<file path="src/rtl/adc_alert_pkg.sv">
`timescale 1ns/1ps
package adc_alert_pkg;
  localparam int CMP_W  = 16;
  localparam int TH_W   = 12;
  localparam int FILL_W = CMP_W - TH_W;

  typedef enum logic [1:0] {
    ADDR_CFG  = 2'd0,
    ADDR_HI   = 2'd1,
    ADDR_LO   = 2'd2,
    ADDR_STAT = 2'd3
  } alert_addr_e;

  // upper limit: field followed by an all-ones nibble
  function automatic logic [CMP_W-1:0] upper_limit(input logic [TH_W-1:0] f);
    return {f, {FILL_W{1'b1}}};
  endfunction

  // lower limit: field followed by an all-zeros nibble
  function automatic logic [CMP_W-1:0] lower_limit(input logic [TH_W-1:0] f);
    return {f, {FILL_W{1'b0}}};
  endfunction
endpackage

</file>
<file path="src/rtl/alert_regs.sv">
`timescale 1ns/1ps
module alert_regs
  import adc_alert_pkg::*;
(
  input  logic            clk,
  input  logic            rst_n,
  input  logic            wr,
  input  logic [1:0]      addr,
  input  logic [TH_W-1:0] wdata,
  output logic            en,
  output logic [TH_W-1:0] hi_field,
  output logic [TH_W-1:0] lo_field
);
  localparam logic [TH_W-1:0] HI_RST = {1'b0, {(TH_W-1){1'b1}}};
  localparam logic [TH_W-1:0] LO_RST = {1'b1, {(TH_W-1){1'b0}}};

  always_ff @(posedge clk or negedge rst_n) begin
    if (!rst_n) begin
      en       <= 1'b0;
      hi_field <= HI_RST;
      lo_field <= LO_RST;
    end else if (wr) begin
      case (alert_addr_e'(addr))
        ADDR_CFG: en       <= wdata[0];
        ADDR_HI:  hi_field <= wdata;
        ADDR_LO:  lo_field <= wdata;
        default:  ;
      endcase
    end
  end

  // reset values of the threshold fields
  a_r1_reset_fields: assert property (@(posedge clk) disable iff (!rst_n)
    $rose(rst_n) |-> (hi_field == HI_RST && lo_field == LO_RST));
endmodule

</file>
<file path="src/rtl/alert_compare.sv">
`timescale 1ns/1ps
module alert_compare
  import adc_alert_pkg::*;
#(
  parameter int NUM_CH   = 4,
  parameter int RES_BITS = 16
) (
  input  logic [NUM_CH*RES_BITS-1:0] samples,
  input  logic [TH_W-1:0]            hi_field,
  input  logic [TH_W-1:0]            lo_field,
  output logic [NUM_CH-1:0]          over_hi,
  output logic [NUM_CH-1:0]          under_lo
);
  localparam int PAD_W = CMP_W - RES_BITS;

  logic [CMP_W-1:0] hi_lim, lo_lim;
  assign hi_lim = upper_limit(hi_field);
  assign lo_lim = lower_limit(lo_field);

  for (genvar ch = 0; ch < NUM_CH; ch++) begin : g_ch
    logic [CMP_W-1:0] val;
    if (PAD_W > 0) begin : g_pad
      assign val = {samples[ch*RES_BITS +: RES_BITS], {PAD_W{1'b0}}};
    end else begin : g_full
      assign val = samples[ch*RES_BITS +: RES_BITS];
    end
    assign over_hi[ch]  = val > hi_lim;
    assign under_lo[ch] = val < lo_lim;
  end
endmodule

</file>
<file path="src/rtl/alert_status.sv">
`timescale 1ns/1ps
module alert_status #(
  parameter int NUM_CH = 4
) (
  input  logic                clk,
  input  logic                rst_n,
  input  logic                conv_done,
  input  logic                en,
  input  logic [NUM_CH-1:0]   over_hi,
  input  logic [NUM_CH-1:0]   under_lo,
  input  logic                cs_n,
  input  logic                stat_rd,
  output logic [2*NUM_CH-1:0] status,
  output logic                alert_n
);
  logic              cs_q, cs_fall, latch_q, any_hit, stat_clr;
  logic [NUM_CH-1:0] hit_hi, hit_lo;

  assign hit_hi   = (conv_done && en) ? over_hi  : '0;
  assign hit_lo   = (conv_done && en) ? under_lo : '0;
  assign any_hit  = |{hit_hi, hit_lo};
  assign cs_fall  = cs_q && !cs_n;
  assign stat_clr = cs_fall || stat_rd;

  always_ff @(posedge clk or negedge rst_n) begin
    if (!rst_n) begin
      cs_q    <= 1'b1;
      latch_q <= 1'b0;
      status  <= '0;
    end else begin
      cs_q    <= cs_n;
      status  <= (stat_clr ? '0 : status) | {hit_lo, hit_hi};
      if (!en)          latch_q <= 1'b0;
      else if (any_hit) latch_q <= 1'b1;
      else if (cs_fall) latch_q <= 1'b0;
    end
  end

  assign alert_n = !latch_q;

  a_r4_alert_on_hit: assert property (@(posedge clk) disable iff (!rst_n)
    (conv_done && en && |{over_hi, under_lo}) |=> !alert_n);
  a_r5_alert_holds: assert property (@(posedge clk) disable iff (!rst_n)
    (!alert_n && en && !cs_fall) |=> !alert_n);
  a_r6_cs_fall_clears: assert property (@(posedge clk) disable iff (!rst_n)
    (cs_fall && !(conv_done && en && |{over_hi, under_lo})) |=> (alert_n && status == '0));
  a_r7_disabled_quiet: assert property (@(posedge clk) disable iff (!rst_n)
    !en |=> alert_n);
  a_r8_read_clears: assert property (@(posedge clk) disable iff (!rst_n)
    (stat_rd && !(conv_done && en)) |=> status == '0);
endmodule

</file>
<file path="src/rtl/adc_range_alert.sv">
`timescale 1ns/1ps
module adc_range_alert
  import adc_alert_pkg::*;
#(
  parameter int NUM_CH   = 4,
  parameter int RES_BITS = 16
) (
  input  logic                       clk,
  input  logic                       rst_n,
  input  logic                       conv_done,
  input  logic [NUM_CH*RES_BITS-1:0] samples,
  input  logic                       cs_n,
  input  logic                       reg_wr,
  input  logic                       reg_rd,
  input  logic [1:0]                 reg_addr,
  input  logic [TH_W-1:0]            reg_wdata,
  output logic [TH_W-1:0]            reg_rdata,
  output logic                       alert_n
);
  localparam int STAT_W = 2 * NUM_CH;

  logic              en;
  logic [TH_W-1:0]   hi_field, lo_field;
  logic [NUM_CH-1:0] over_hi, under_lo;
  logic [STAT_W-1:0] status;
  logic              stat_rd;

  assign stat_rd = reg_rd && (alert_addr_e'(reg_addr) == ADDR_STAT);

  alert_regs u_regs (
    .clk(clk), .rst_n(rst_n), .wr(reg_wr), .addr(reg_addr), .wdata(reg_wdata),
    .en(en), .hi_field(hi_field), .lo_field(lo_field)
  );

  alert_compare #(.NUM_CH(NUM_CH), .RES_BITS(RES_BITS)) u_cmp (
    .samples(samples), .hi_field(hi_field), .lo_field(lo_field),
    .over_hi(over_hi), .under_lo(under_lo)
  );

  alert_status #(.NUM_CH(NUM_CH)) u_stat (
    .clk(clk), .rst_n(rst_n), .conv_done(conv_done), .en(en),
    .over_hi(over_hi), .under_lo(under_lo), .cs_n(cs_n), .stat_rd(stat_rd),
    .status(status), .alert_n(alert_n)
  );

  always_comb begin
    case (alert_addr_e'(reg_addr))
      ADDR_CFG: reg_rdata = {{(TH_W-1){1'b0}}, en};
      ADDR_HI:  reg_rdata = hi_field;
      ADDR_LO:  reg_rdata = lo_field;
      default:  reg_rdata = TH_W'(status);
    endcase
  end

  // a write to the config address shows up in the next cycle
  a_r10_cfg_write: assert property (@(posedge clk) disable iff (!rst_n)
    (reg_wr && reg_addr == 2'd0) |=> (en == $past(reg_wdata[0])));
endmodule

</file>
<file path="config.mk">
export PLATFORM = sky130hd
export DESIGN_NAME = adc_range_alert
export DESIGN_NICKNAME = d
export VERILOG_FILES = /design/src/rtl/adc_alert_pkg.sv /design/src/rtl/alert_regs.sv /design/src/rtl/alert_compare.sv /design/src/rtl/alert_status.sv /design/src/rtl/adc_range_alert.sv
export SDC_FILE = /design/constraint.sdc
export NUM_CORES = 1
export LEC_CHECK = 0
export ABC_AREA = 1
export BUFFER_PORTS_ARGS = -buffer_cell sky130_fd_sc_hd__buf_2
export CORE_ASPECT_RATIO = 0.75
export CORE_UTILIZATION = 60
export CTS_BUF_LIST = sky130_fd_sc_hd__clkbuf_8
export DETAILED_ROUTE_END_ITERATION = 8
export GPL_TIMING_DRIVEN = 0
export PLACE_DENSITY = 0.89
export SLEW_MARGIN = 20
export SYNTH_ARGS = -nofsm -noshare
export SYNTH_HDL_FRONTEND = slang
export SYNTH_SLANG_ARGS = --single-unit
</file>
<file path="constraint.sdc">
create_clock -name clk -period 3.5 [get_ports clk]
set_input_delay 0.175 -clock clk [delete_from_list [all_inputs] [get_ports clk]]
set_output_delay 0.175 -clock clk [all_outputs]
set_load 0.005 [all_outputs]
</file>
==> results of run 1 <==
-- what timing repair did --
action / in CTS / in global routing
resized for setup: 0 / 0
endpoints found under the hold margin: 23 / 0
hold buffers: 2 / 0
-- routing by layer --
metal | wire [µm] | vias to the layer above | GRT usage
met2 | 4970 | 228 | 0.552
li1 | - | 2021 | -
met3 | 936 | 36 | 0.0541
met1 | 4600 | 1874 | 0.427
met4 | 306 | 0 | 0.143
met5 | 0 | - | 0
-- registers in the layout, summed over array words and instances (netlist names) --
register	flops
u_stat.cs_q	1
u_stat.status	8
u_stat.latch_q	1
u_regs.en	1
u_regs.hi_field	12
u_regs.lo_field	12
-- through the flow --
step	hold slack, ns	setup slack, ns
finish	0.0990	1.48
global route	0.114	1.43
CTS	0.101	1.56
detailed placement	0.291	1.57
global placement	0.272	1.63
floorplan	-0.121	1.86
-- path summary, 6_finish.rpt --
check / to / slack [ns] / cells past startpoint
min reg2reg: u_regs.hi_field[8] / 0.47 / 2
max in group asynchronous: u_regs.lo_field[4] / 2.54 / 2
min in group asynchronous: u_regs.lo_field[10] / 0.48 / 2
min: u_regs.hi_field[8] / 0.1 / 3
max: u_stat.latch_q / 1.48 / 11
max reg2reg: u_stat.latch_q / 1.48 / 11
-- final cells by class --
cell class / instances / share of cell area
inverter: 98 / 0.0807
tap: 78 / 0.0214
buffer: 5 / 0.00522
clock buffer: 5 / 0.0151
multi-input combinational: 422 / 0.568
clock inverter: 3 / 0.00439
timing repair buffer: 98 / 0.110
sequential: 35 / 0.196
-- cell usage in the layout, fill, tap and decap left out, types with 2 or more instances in the layout --
cell type / synthesis / routed
dfrtp_1: 22 / 22
ha_1: 92 / 92
inv_2: 2 / 2
dfstp_2: 13 / 13
a21oi_1: 26 / 26
buf_2: 4 / 100
nand3_1: 23 / 23
nor2_1: 40 / 40
o21ai_0: 10 / 10
clkbuf_8: 0 / 5
a21o_1: 4 / 4
o22ai_1: 4 / 4
inv_1: 95 / 95
o21ai_1: 25 / 25
dlygate4sd3_1: 0 / 2
clkinvlp_4: 0 / 2
o221ai_1: 7 / 7
nand2_1: 184 / 184
-- where the power goes --
part / leakage (nW) / switching [W] / internal [W]
clock: 0.0402 / 0.000165 / 0.000138
combinational: 2.21 / 0.000493 / 0.000315
sequential: 0.416 / 0.0000437 / 0.000491
-- critical path: stages (launching register included) --
cell and delay [ns]:
dfstp_2 0.54, inv_1 0.12, ha_1 0.31, nand2_1 0.08, nor2_1 0.27, nand2_1 0.09, nor2_1 0.10, nor2_1 0.05
nand2_1 0.12, nand2_1 0.07, nor2_1 0.09, a21oi_1 0.07
-- logic make-up after synthesis --
logic type,after synthesis,synth area share
AND/OR/NAND/NOR,252,0.258
buffers and inverters,103,0.101
adder cells (fa/ha/maj),92,0.297
AO/OA/AOI/OAI,78,0.113
flip-flops,35,0.230
==> results.toml, run 1 <==
[floorplanning]
num_rows = 24
dieArea_mm2 = 0.00678
die_h_um = 71.6
start_util = 0.645
core_mm2 = 0.00601
io_pins = 97
fp.dieW_um = 94.8

[routing]
drc_errors = 0
drt-initial-drc-count = 276
routed_wl_mm = 10.8
first_pass_iters = 6
vias = 4159
vias_per_cell = 5.59
ant_nets = 0
avgRoutedWirePerCell_um = 14.5

[final_layout]
syn2layout_area_growth_pct = 17.7
post-route-util = 0.759
seq_area_um2 = 892
fillCellCount = 462
multi_input_area_mm2 = 0.00259
final_cell_area_mm2 = 0.00456
drive_above_1_share = 0.191
num_antenna_cells = 0
final_cells = 744
final_nets = 841

[cts]
cts_setup_buffers = 0
cts_tree = "built"
numCtsBuffers = 5
cts_num_sinks = 35
h-tree-depth = 2
clk_latency_ns = 0.30
clock-root-buffer = "clkbuf_8"
cts_buffer_depth = 2
path_clk_slew_ns = 0.08

[global_route]
grt_max_degree = 36
grt_pass1_wl_mm = 17.3
grt_usage = 0.332
antenna_found_initial = 0
grt_pass1_vias = 3916
overflow = 0

[place]
placed_cells = 734
io_buffer_count = 96
dp_hpwl_mm = 9.04
gp_congestion = 0.921
place_area_mm2 = 0.00445

[synth]
synthTopCellsByCount = "nand2_1 (184), inv_1 (95), ha_1 (92), nor2_1 (40), a21oi_1 (26)"
syn-num-nets = 736
ys_warn_count = 0
netlist_area_mm2 = 0.00387
netlist_instances = 560
synth_cell_types = 24
synth_edf_count = 0
synthArstFlopShare = 1.00
yosysSeqAreaShare = 0.230
yosys-top-cells-area = "ha_1 (30%), nand2_1 (18%), dfrtp_1 (14%), inv_1 (9.2%), dfstp_2 (8.8%)"
synth_top_cell_by_area = "ha_1"
ys.flop_type = "dfrtp_1"
syn_avg_cell_area_um2 = 6.91
yosysMostFrequentCell = "nand2_1"
ys_ff_latch = 35
yosys.area.top_type_share = 0.297

[sta]
hold_viol_final = 0
rsz0062_at_grt = "false"
fmax_mhz = 494
maxSlewViolCount = 0
finalCritPeriodShare = 0.578
clock-skew-final_ns = 0.00569
worst_pin_slew_ns = 0.748
fin_tns_setup_ns = 0
setup_viol = 0
slew_headroom = 0.501
final.min_clock_period_ns = 2.02

[outcome]
status = "finished clean"

[power]
ir_drop_mv = 0.415
cellPowerDensity_mw_per_mm2 = 361
p_leak_nw = 2.66
total_power_w = 0.00165

[job]
max_cap_viol_count = 0

[setup_path]
critPathKind = "flop to flop"
required_ns = 3.69
endpoint_kind = "flop"
cp.arrival_ns = 2.21
start_kind = "flop"
startpoint = "u_regs.hi_field[10]"
timing.rr.start = "u_regs.hi_field[10]"
critPathMaxFanout = 5

[worst_hold_path]
hp-class = "input pin to flop"
hold_path.startpoint = "reg_wdata[8]"
(Power assumes the default switching activity.)
==> run 2, diff against run 1 <==
--- a/config.mk
+++ b/config.mk
@@ -8,11 +8,11 @@
 export ABC_AREA = 1
 export BUFFER_PORTS_ARGS = -buffer_cell sky130_fd_sc_hd__buf_2
 export CORE_ASPECT_RATIO = 0.75
-export CORE_UTILIZATION = 60
+export CORE_UTILIZATION = 56
 export CTS_BUF_LIST = sky130_fd_sc_hd__clkbuf_8
 export DETAILED_ROUTE_END_ITERATION = 8
 export GPL_TIMING_DRIVEN = 0
-export PLACE_DENSITY = 0.89
+export PLACE_DENSITY = 0.83
 export SLEW_MARGIN = 20
 export SYNTH_ARGS = -nofsm -noshare
 export SYNTH_HDL_FRONTEND = slang
==> constraint.sdc (replaced) <==
create_clock -name clk -period 2 [get_ports clk]
set_input_delay 0.1 -clock clk [delete_from_list [all_inputs] [get_ports clk]]
set_output_delay 0.1 -clock clk [all_outputs]
set_load 0.005 [all_outputs]
==> results.toml, run 2 (synthesized netlist as in run 1, its figures left out) <==
[sta]
final.min_clock_period_ns = 1.84
slew_headroom = 0.490
maxSlewViolCount = 0
rsz0062_at_grt = "false"
fin_tns_setup_ns = 0
fmax_mhz = 543
clock-skew-final_ns = 0.00413
finalCritPeriodShare = 0.920
hold-worst-slack_ns = 0.0256
hold_viol_final = 0
setup_viol = 0
worst_pin_slew_ns = 0.765

[place]
place_area_mm2 = 0.00445
gp_congestion = 0.900
dp_hpwl_mm = 8.51
io_buffer_count = 96

[cts]
path_clk_slew_ns = 0.07
cts_num_sinks = 35
cts_tree = "built"
clock-root-buffer = "clkbuf_8"
clk_latency_ns = 0.29
cts_buffer_depth = 2
numCtsBuffers = 5
h-tree-depth = 2

[setup_path]
endpoint_kind = "flop"
cp.arrival_ns = 2.02
regToRegEndpoint = "u_stat.latch_q"
critPathKind = "flop to flop"
timing.rr.start = "u_regs.hi_field[8]"
critPathMaxFanout = 5
r2r_slack_ns = 0.16
rr_worst_depth = 11
critPathMaxStageDelay_ns = 0.53
required_ns = 2.18
cp_slowest_cell = "dfstp_2"
startpoint = "u_regs.hi_field[8]"
start_kind = "flop"
cp_cell_sequence = "inv_1 -> ha_1 -> nand2_1 -> nor2_2 -> nand2_1 -> nor2_1 -> nor2_1 -> nand2_1 -> nand3_1 -> nor2_1 -> a21oi_1"

[final_layout]
final_cell_area_mm2 = 0.00457
num_antenna_cells = 0
layout_commonest_cell = "nand2_1"
largest_registers = "u_regs.hi_field x12, u_regs.lo_field x12, u_stat.status x8"
drive_above_1_share = 0.201
final_cell_mix = "nand2_1 (183), buf_2 (100), inv_1 (92), ha_1 (92), nor2_1 (37)"
syn2layout_area_growth_pct = 18.0
final_nets = 841

[worst_hold_path]
hp-class = "input pin to flop"
hold_path_end = "u_regs.hi_field[9]"
hold_path.startpoint = "reg_wdata[9]"
min_path_cells = 3

[routing]
vias_per_cell = 5.26
drc_errors = 9
avgRoutedWirePerCell_um = 13.5
routed_wl_mm = 10.0
drt-initial-drc-count = 172
ant_nets = 0
vias = 3932
first_pass_iters = 9

[power]
clkPwrFrac = 0.177
power_switching_w = 0.00117
switching_share = 0.415
ir_drop_mv = 0.470
p_int_w = 0.00165
seqPwrFrac = 0.334
cellPowerDensity_mw_per_mm2 = 616
pwr-share-comb = 0.489
p_leak_nw = 2.67

[global_route]
grt_usage = 0.286
overflow = 0
antenna_found_initial = 0
grt_pass1_wl_mm = 16.2
grt_pass1_vias = 3585
grt_max_degree = 36

[job]
max_cap_viol_count = 0

[floorplanning]
start_util = 0.598
io_pins = 97
die_h_um = 74.0
dieArea_mm2 = 0.00725
core_mm2 = 0.00647
num_rows = 25
fp.dieW_um = 98.0

[outcome]
status = "finished, violations left"
violations = "DRC"
## run 2: power groups by stage
stage	clock network [W]	logic, W	registers (W)
floorplan	0	0.000916	0.000920
global placement	0	0.00128	0.000938
detailed placement	0	0.00135	0.000946
CTS	0.000508	0.00136	0.000935
global route	0.000540	0.00160	0.000954
finish	0.000498	0.00138	0.000939
## run 2: worst max-delay path: cells and delay by family (launching register included)
kind            cells  cell delay [ns]
flops               1             0.53
buf+inv             1             0.11
compound gates      1             0.06
simple gates        8             0.72
fa+ha+maj           1             0.30
## run 2: through the flow
step	utilization	std cells	setup WS [ns]	power, W
after global placement	0.688	737	0.104	0.00222
after CTS	0.704	747	0.0631	0.00281
final	0.706	747	0.160	0.00281
after detailed placement	0.688	737	0.0838	0.00230
after floorplan	-	560	0.360	0.00184
after global routing	0.706	747	0.0106	0.00309
## run 2: worst max path at each step
stage | slack, ns | end
2_1_floorplan | 0.36 | u_stat.latch_q
3_3_place_gp | 0.10 | u_stat.latch_q
3_5_place_dp | 0.08 | u_stat.latch_q
4_1_cts | 0.06 | u_stat.latch_q
5_1_grt | 0.01 | u_stat.latch_q
6_report | 0.16 | u_stat.latch_q
## run 2: timing repair
action / CTS / global route
hold endpoints to repair: 23 / 0
setup endpoints to repair: 0 / 1
resized for setup: 0 / 8
hold buffers: 2 / 0
setup buffers: 0 / 0
## run 2: cell type report
type                    count  area [µm²]
plain buffers               5        23.8
clock buffers               5        68.8
clock inverters             3        16.3
fillers                   561        1910
inverters                  98         368
multi-input cells         422        2600
flip-flops and latches     35         892
well taps                  81         101
repair buffers             98         500
## run 2: layer usage
layer / wire length [µm] / vias to the layer above / global-route usage / part of all wire
li1: - / 2020 / - / -
met1: 4800 / 1769 / 0.404 / 0.48
met2: 4540 / 134 / 0.487 / 0.45
met3: 614 / 9 / 0.0263 / 0.061
met4: 93 / 0 / 0.0539 / 0.0093
met5: 0 / - / 0 / 0
